==> src/rtl/ipc_mbox_pkg.sv <==
package ipc_mbox_pkg;
    typedef enum logic [1:0] {
        ST_IDLE  = 2'd0,
        ST_READY = 2'd1,
        ST_SENT  = 2'd2,
        ST_ACK   = 2'd3
    } ch_state_e;

    localparam int LOCK_ADDR = 'hA00;
    localparam logic [31:0] LOCK_KEY = 32'h1ACC_E551;

    // word indices inside a channel window
    localparam logic [3:0] W_SRC   = 4'd0;
    localparam logic [3:0] W_DST   = 4'd1;
    localparam logic [3:0] W_DCLR  = 4'd2;
    localparam logic [3:0] W_DSTAT = 4'd3;
    localparam logic [3:0] W_MODE  = 4'd4;
    localparam logic [3:0] W_MASK  = 4'd5;
    localparam logic [3:0] W_ICLR  = 4'd6;
    localparam logic [3:0] W_SEND  = 4'd7;
endpackage

==> src/rtl/ipc_mbox_lock.sv <==
module ipc_mbox_lock (
    input  logic        clk,
    input  logic        rst_n,
    input  logic        lock_we,
    input  logic [31:0] wdata,
    output logic        locked
);
    import ipc_mbox_pkg::*;

    logic locked_d, locked_q;

    always_comb begin
        locked_d = locked_q;
        if (lock_we) begin
            locked_d = (wdata != LOCK_KEY);
        end
    end

    always_ff @(posedge clk or negedge rst_n) begin
        if (!rst_n) locked_q <= 1'b1;
        else        locked_q <= locked_d;
    end

    assign locked = locked_q;
endmodule

==> src/rtl/ipc_mbox_chan.sv <==
module ipc_mbox_chan #(
    parameter int NIRQ  = 8,
    parameter int NWORD = 8
) (
    input  logic            clk,
    input  logic            rst_n,
    input  logic            we,
    input  logic [3:0]      widx,
    input  logic [31:0]     wdata,
    output logic [31:0]     rd,
    output logic [NIRQ-1:0] pend,
    output logic [NIRQ-1:0] ack
);
    import ipc_mbox_pkg::*;

    typedef struct packed {
        ch_state_e                 st;
        logic [NIRQ-1:0]           src;
        logic [NIRQ-1:0]           dst;
        logic [NIRQ-1:0]           mask;
        logic [NIRQ-1:0]           pend;
        logic                      auto_ack;
        logic [NWORD-1:0][31:0]    data;
    } chan_t;

    chan_t cur_q, nxt_d;
    logic [NIRQ-1:0] wbits;

    assign wbits = wdata[NIRQ-1:0];

    always_comb begin
        nxt_d = cur_q;
        if (we) begin
            case (widx)
                W_SRC: begin
                    if (wbits == '0) begin
                        nxt_d.src = '0;
                        nxt_d.st  = ST_IDLE;
                    end else if (cur_q.st == ST_IDLE) begin
                        nxt_d.src = wbits;
                        nxt_d.st  = ST_READY;
                    end
                end
                W_DST:  nxt_d.dst = wbits;
                W_DCLR: begin
                    nxt_d.pend = cur_q.pend & ~wbits;
                    if (cur_q.st == ST_SENT) nxt_d.st = ST_ACK;
                end
                W_MODE: nxt_d.auto_ack = wdata[0];
                W_MASK: nxt_d.mask = wbits;
                W_ICLR: begin
                    if (cur_q.st == ST_ACK && wbits == cur_q.src) nxt_d.st = ST_READY;
                end
                W_SEND: begin
                    if (cur_q.st == ST_READY && wbits == cur_q.src) begin
                        nxt_d.pend = cur_q.pend | (cur_q.dst & ~cur_q.mask);
                        nxt_d.st   = cur_q.auto_ack ? ST_ACK : ST_SENT;
                    end
                end
                default: begin
                    if (widx >= 4'd8) nxt_d.data[widx[2:0]] = wdata;
                end
            endcase
        end
    end

    always_ff @(posedge clk or negedge rst_n) begin
        if (!rst_n) begin
            cur_q          <= '0;
            cur_q.st       <= ST_IDLE;
            cur_q.mask     <= '1;
        end else begin
            cur_q <= nxt_d;
        end
    end

    always_comb begin
        rd = '0;
        case (widx)
            W_SRC:   rd[NIRQ-1:0] = cur_q.src;
            W_DST:   rd[NIRQ-1:0] = cur_q.dst;
            W_DSTAT: rd[NIRQ-1:0] = cur_q.pend;
            W_MODE:  rd = {24'd0, cur_q.st == ST_ACK, cur_q.st == ST_SENT,
                           cur_q.st == ST_READY, cur_q.st == ST_IDLE, 3'd0, cur_q.auto_ack};
            W_MASK:  rd[NIRQ-1:0] = cur_q.mask;
            default: if (widx >= 4'd8) rd = cur_q.data[widx[2:0]];
        endcase
    end

    assign pend = cur_q.pend;
    assign ack  = (cur_q.st == ST_ACK) ? cur_q.src : '0;
endmodule

==> src/rtl/ipc_mailbox.sv <==
module ipc_mailbox #(
    parameter int NCH  = 4,
    parameter int NIRQ = 8,
    parameter int AW   = 12
) (
    input  logic            clk,
    input  logic            rst_n,
    input  logic            wr_en,
    input  logic [AW-1:0]   addr,
    input  logic [31:0]     wdata,
    output logic [31:0]     rdata,
    output logic [NIRQ-1:0] irq_dst,
    output logic [NIRQ-1:0] irq_ack
);
    import ipc_mbox_pkg::*;

    localparam int CHW = AW - 6;

    logic                       locked;
    logic                       lock_hit;
    logic [NCH-1:0]             chan_sel;
    logic [NCH-1:0][31:0]       ch_rd;
    logic [NCH-1:0][NIRQ-1:0]   ch_pend;
    logic [NCH-1:0][NIRQ-1:0]   ch_ack;

    assign lock_hit = (addr == AW'(LOCK_ADDR));

    ipc_mbox_lock u_lock (
        .clk     (clk),
        .rst_n   (rst_n),
        .lock_we (wr_en && lock_hit),
        .wdata   (wdata),
        .locked  (locked)
    );

    for (genvar i = 0; i < NCH; i++) begin : g_ch
        assign chan_sel[i] = (addr[AW-1:6] == CHW'(i));
        ipc_mbox_chan #(.NIRQ(NIRQ), .NWORD(8)) u_ch (
            .clk   (clk),
            .rst_n (rst_n),
            .we    (wr_en && !locked && chan_sel[i]),
            .widx  (addr[5:2]),
            .wdata (wdata),
            .rd    (ch_rd[i]),
            .pend  (ch_pend[i]),
            .ack   (ch_ack[i])
        );
    end

    always_comb begin
        rdata   = '0;
        irq_dst = '0;
        irq_ack = '0;
        if (lock_hit) rdata = {31'd0, locked};
        for (int i = 0; i < NCH; i++) begin
            if (chan_sel[i]) rdata = ch_rd[i];
            irq_dst = irq_dst | ch_pend[i];
            irq_ack = irq_ack | ch_ack[i];
        end
    end
endmodule

==> config.mk <==
export PLATFORM = sky130hd
export DESIGN_NAME = ipc_mailbox
export DESIGN_NICKNAME = d
export VERILOG_FILES = /design/src/rtl/ipc_mbox_pkg.sv /design/src/rtl/ipc_mbox_lock.sv /design/src/rtl/ipc_mbox_chan.sv /design/src/rtl/ipc_mailbox.sv
export SDC_FILE = /design/constraint.sdc
export NUM_CORES = 2
export LEC_CHECK = 0
export ABC_CLOCK_PERIOD_IN_PS = 3350
export BUFFER_PORTS_ARGS = -buffer_cell sky130_fd_sc_hd__buf_4
export CAP_MARGIN = 10
export CORE_ASPECT_RATIO = 2
export CORE_UTILIZATION = 60
export CTS_CLUSTER_DIAMETER = 80
export DETAILED_ROUTE_END_ITERATION = 12
export PLACE_DENSITY = 0.81
export SLEW_MARGIN = 5
export SYNTH_ARGS = -nofsm -noshare
export SYNTH_HDL_FRONTEND = slang
export SYNTH_SLANG_ARGS = --single-unit
==> constraint.sdc <==
create_clock -name clk -period 3.35 [get_ports clk]
set_input_delay 0.1675 -clock clk [delete_from_list [all_inputs] [get_ports clk]]
set_output_delay 0.1675 -clock clk [all_outputs]
set_load 0.005 [all_outputs]
==> run_results.csv <==
group,metric,value,unit
cells_and_area,nFillCells,6148,
setup_path,crit_arrival,4.02,ns
die,start_util,60.6,%
clock_network,cts_num_sinks,1165,
grt,grt_overflow,0,
pwr,powerDensity,464,nW/um^2
job,maxCapViolations,0,
timing,finalHoldViolCount,0,
timing,finalCriticalPeriod,3.38,ns
routing,vias,34300,
place,post-place-ws,0.248,ns
synth,synthFlopType,"dfrtp_1",
pwr,swShare,23.5,%
routing,top_layer,"met5",
synth,ys_ff_latch,1165,
place,port_buffers,94,
routing,wl_met1,56.5,mm
grt,track_usage,36.7,%
timing,setup_ws,-0.0258,ns
timing,setup_violations,1,
synth,ys_warn_count,0,
timing,timing.slew.headroom,34.3,%
timing,finalSetupTns,-0.0258,ns
cells_and_area,area_delta_synth_final,12.5,%
clock_network,tritoncts,"done",
cells_and_area,multi_input_area,24100,sq um
timing,max_freq,296,MHz
synth,avgSynthCellArea,14.8,sq um
pwr,p_comb_share,6.0,%
place,hpwl,104,mm
cells_and_area,nNetsFinal,3815,
place,dpl_cell_area,57600,sq um
synth,synth_cells,3695,
clock_network,cts_root_buf,"clkbuf_16",
hold_path,hp-class,"primary input to flop",
run_status,violations,"negative setup slack",
timing,drv_slew,0,
die,dieArea,92300,sq um
clock_network,cts_buffers,101,
clock_network,postCtsSetupBuffers,0,
clock_network,htreeDepth,3,
routing,antenna_left,0,
pwr,p_leak,29.6,nW
synth,ys_types,71,
synth,synth.net_count,3742,
routing,wl,163,mm
synth,ys_async_sr_fraction,100,%
timing,finalCritPeriodShare,101,%
cells_and_area,final_area,61400,sq um
routing,routed-wl-met3,10.5,mm
cells_and_area,register_area,29200,sq um
clock_network,clock_tree.buffer_depth,3,
cells_and_area,post_route_cells_drive_above_1_share,50.1,%
die,die_w,215,microns
grt,antenna_found_initial,11,
routing,wl_per_cell,32.3,microns
die,num_rows,156,
routing,vias_per_cell,6.80,
grt,grt_max_degree,145,
pwr,pwr-share-seq,50.5,%
pwr,p_switching,6.69,mW
setup_path,path_class,"primary input to flop",
routing,drc,0,
die,core_area,90200,sq um
grt,grt_pass1_wl,247,mm
run_status,status,"finished, violations left",
pwr,ir_worst_vdd,0.463,mV
setup_path,required,4.00,ns
timing,grt_setup_unrepaired,"false",
clock_network,clkLatencyLatePin,0.72,ns
timing,worst_pin_slew,0.977,ns
setup_path,start_kind,"primary input",
pwr,p_int,21.8,mW
timing,finalClockSkew,0.0197,ns
grt,grt_pass1_vias,37200,
synth,syn_area,54600,sq um
clock_network,path_clk_slew,0.07,ns
synth,seq_area_frac_synth,53.5,%
die,die_h,429,microns
routing,drt_first_pass_iters,6,
pwr,p_clk_share,43.5,%
setup_path,cp-end-kind,"flop",
place,finalWeightedCongestion,1.09,
setup_path,critPathMaxFanout,33,
routing,wl_met2,82.4,mm
die,pin_count,95,
synth,synth_edf_count,0,
routing,drt_iter0_markers,3020,
## cells by family (layout without fill, tap and decap cells)
| kind of cell | after synthesis | after routing | share of synthesized area, % |
|---|---|---|---|
| AO/OA/AOI/OAI | 267 | 267 | 3.34 |
| XOR/XNOR | 32 | 32 | 0.513 |
| buffers and inverters | 369 | 526 | 2.85 |
| flip-flops | 1165 | 1165 | 53.5 |
| multiplexers | 1523 | 1523 | 36.6 |
| other | 0 | 9 | 0 |
| AND/OR/NAND/NOR | 339 | 339 | 3.19 |
## what timing repair did
action | in CTS | in global routing
resized for setup | 0 | 3
hold buffers | 30 | 0
hold endpoints to repair | 996 | 0
endpoints found under the setup margin | 0 | 4
## cell usage after synthesis (3+ instances only)
cell	number	area (sq um)
buf_6	3	33.8
nand3b_1	3	22.5
dfrtp_1	1132	28300
nor2_1	86	323
mux2_1	25	282
clkbuf_1	183	687
o211ai_1	8	60.1
a32o_1	8	80.1
a21o_1	3	22.5
nor4_1	13	81.3
xor2_1	32	280
a21oi_1	21	105
a22oi_1	37	278
nor3_1	13	65.1
and3_1	7	43.8
or3_1	8	50.1
a22o_1	7	61.3
a221oi_1	10	87.6
nand2b_1	29	181
o21ai_0	61	305
a2111oi_1	4	40.0
a32oi_1	3	26.3
o221ai_1	4	35.0
and2_1	9	56.3
inv_1	15	56.3
dfstp_2	33	867
mux4_2	257	5790
o2111ai_1	4	35.0
mux2_2	1095	12300
a31oi_1	9	56.3
buf_2	111	556
nor3_2	4	40.0
mux2i_1	116	1160
nand2_1	88	330
nand3_1	25	125
a211oi_1	4	30.0
buf_1	54	203
or4_1	15	113
o22ai_1	57	357
mux2_4	30	450
nand4_1	10	62.6
nor4bb_1	4	40.0
nor2b_1	8	50.1
buf_4	3	22.5
a222oi_1	8	80.1
## worst max-delay path: stages
cell and delay [ns]:
dlygate4sd3_1 0.59, buf_4 0.25, nor4bb_2 0.68, nand4_1 0.40, or3_1 0.56, nor4_1 0.67, o31ai_1 0.12, dlygate4sd3_1 0.58
## cell type report
type | instances | area share (%)
Inverter | 15 | 0.104
Antenna cell | 9 | 0.0367
Tap cell | 1185 | 2.41
Clock inverter | 33 | 0.711
Clock buffer | 154 | 5.03
Timing Repair Buffer | 324 | 5.01
Sequential cell | 1165 | 47.5
Multi-Input combinational cell | 2161 | 39.2
## cell usage in the layout (no fill, tap or decap), types with 10 or more instances in the layout
cell type / instances
or4_1: 15
nand4_1: 10
clkbuf_1: 18
mux2i_1: 116
mux2_1: 25
dfrtp_1: 1132
mux2_2: 1095
a221oi_1: 10
nand3_1: 21
nor2_1: 77
dfstp_2: 33
xor2_1: 32
a21oi_1: 21
o22ai_1: 57
dlygate4sd3_1: 30
nor3_1: 11
mux4_2: 257
nand2b_1: 29
a22oi_1: 36
mux2_4: 30
nor2_4: 10
nand2_2: 12
clkinv_2: 15
nand2_1: 76
o21ai_0: 61
clkbuf_8: 34
buf_12: 44
inv_1: 13
nor4_1: 12
buf_4: 247
clkbuf_16: 102
## worst paths after layout
check	depth (start not counted)	end	slack (ns)	from
worst max-delay path	8	u_lock.locked	-0.03	wdata[11]
worst min register to register	1	g_ch[1].u_ch.cur_q[114]	0.49	g_ch[1].u_ch.cur_q[114]
max in group asynchronous	3	g_ch[2].u_ch.cur_q[242]	2.09	rst_n
min in group asynchronous	2	g_ch[0].u_ch.cur_q[121]	0.06	rst_n
worst min-delay path	2	g_ch[1].u_ch.cur_q[80]	0.04	wdata[16]
worst max register to register	5	g_ch[0].u_ch.pend[6]	0.08	g_ch[0].u_ch.cur_q[282]
## routing by layer
metal | track usage (%) | vias up
li1 | - | 13900
met1 | 42.2 | 18300
met2 | 61.0 | 1470
met3 | 7.99 | 631
met4 | 25.4 | 8
met5 | 0 | -
## power by group through the flow
stage / registers [mW] / logic (mW) / clock network, mW
after global placement: 14.7 / 1.63 / 0
after floorplan: 14.6 / 0.888 / 0
after global routing: 14.4 / 1.81 / 13.0
after detailed placement: 14.7 / 1.66 / 0
after CTS: 14.4 / 1.70 / 12.5
final: 14.4 / 1.70 / 12.4
## stage by stage
step                      hold WS, ns  std cells  util, %  power [mW]
after floorplan                -0.128       3695        -        15.5
after global placement          0.179       4820     63.8        16.3
after detailed placement        0.185       4820     63.8        16.3
after CTS                     0.00298       5037     68.1        28.6
after global routing           0.0354       5040     68.1        29.3
final                          0.0409       5046     68.1        28.5
## state kept, by name (all words and copies together), names as in the netlist
| register | cells |
|---|---|
| u_lock.locked | 1 |
| g_ch.u_ch.cur_q | 1132 |
| g_ch.u_ch.pend | 32 |
Power figures use the tool's default switching activity.
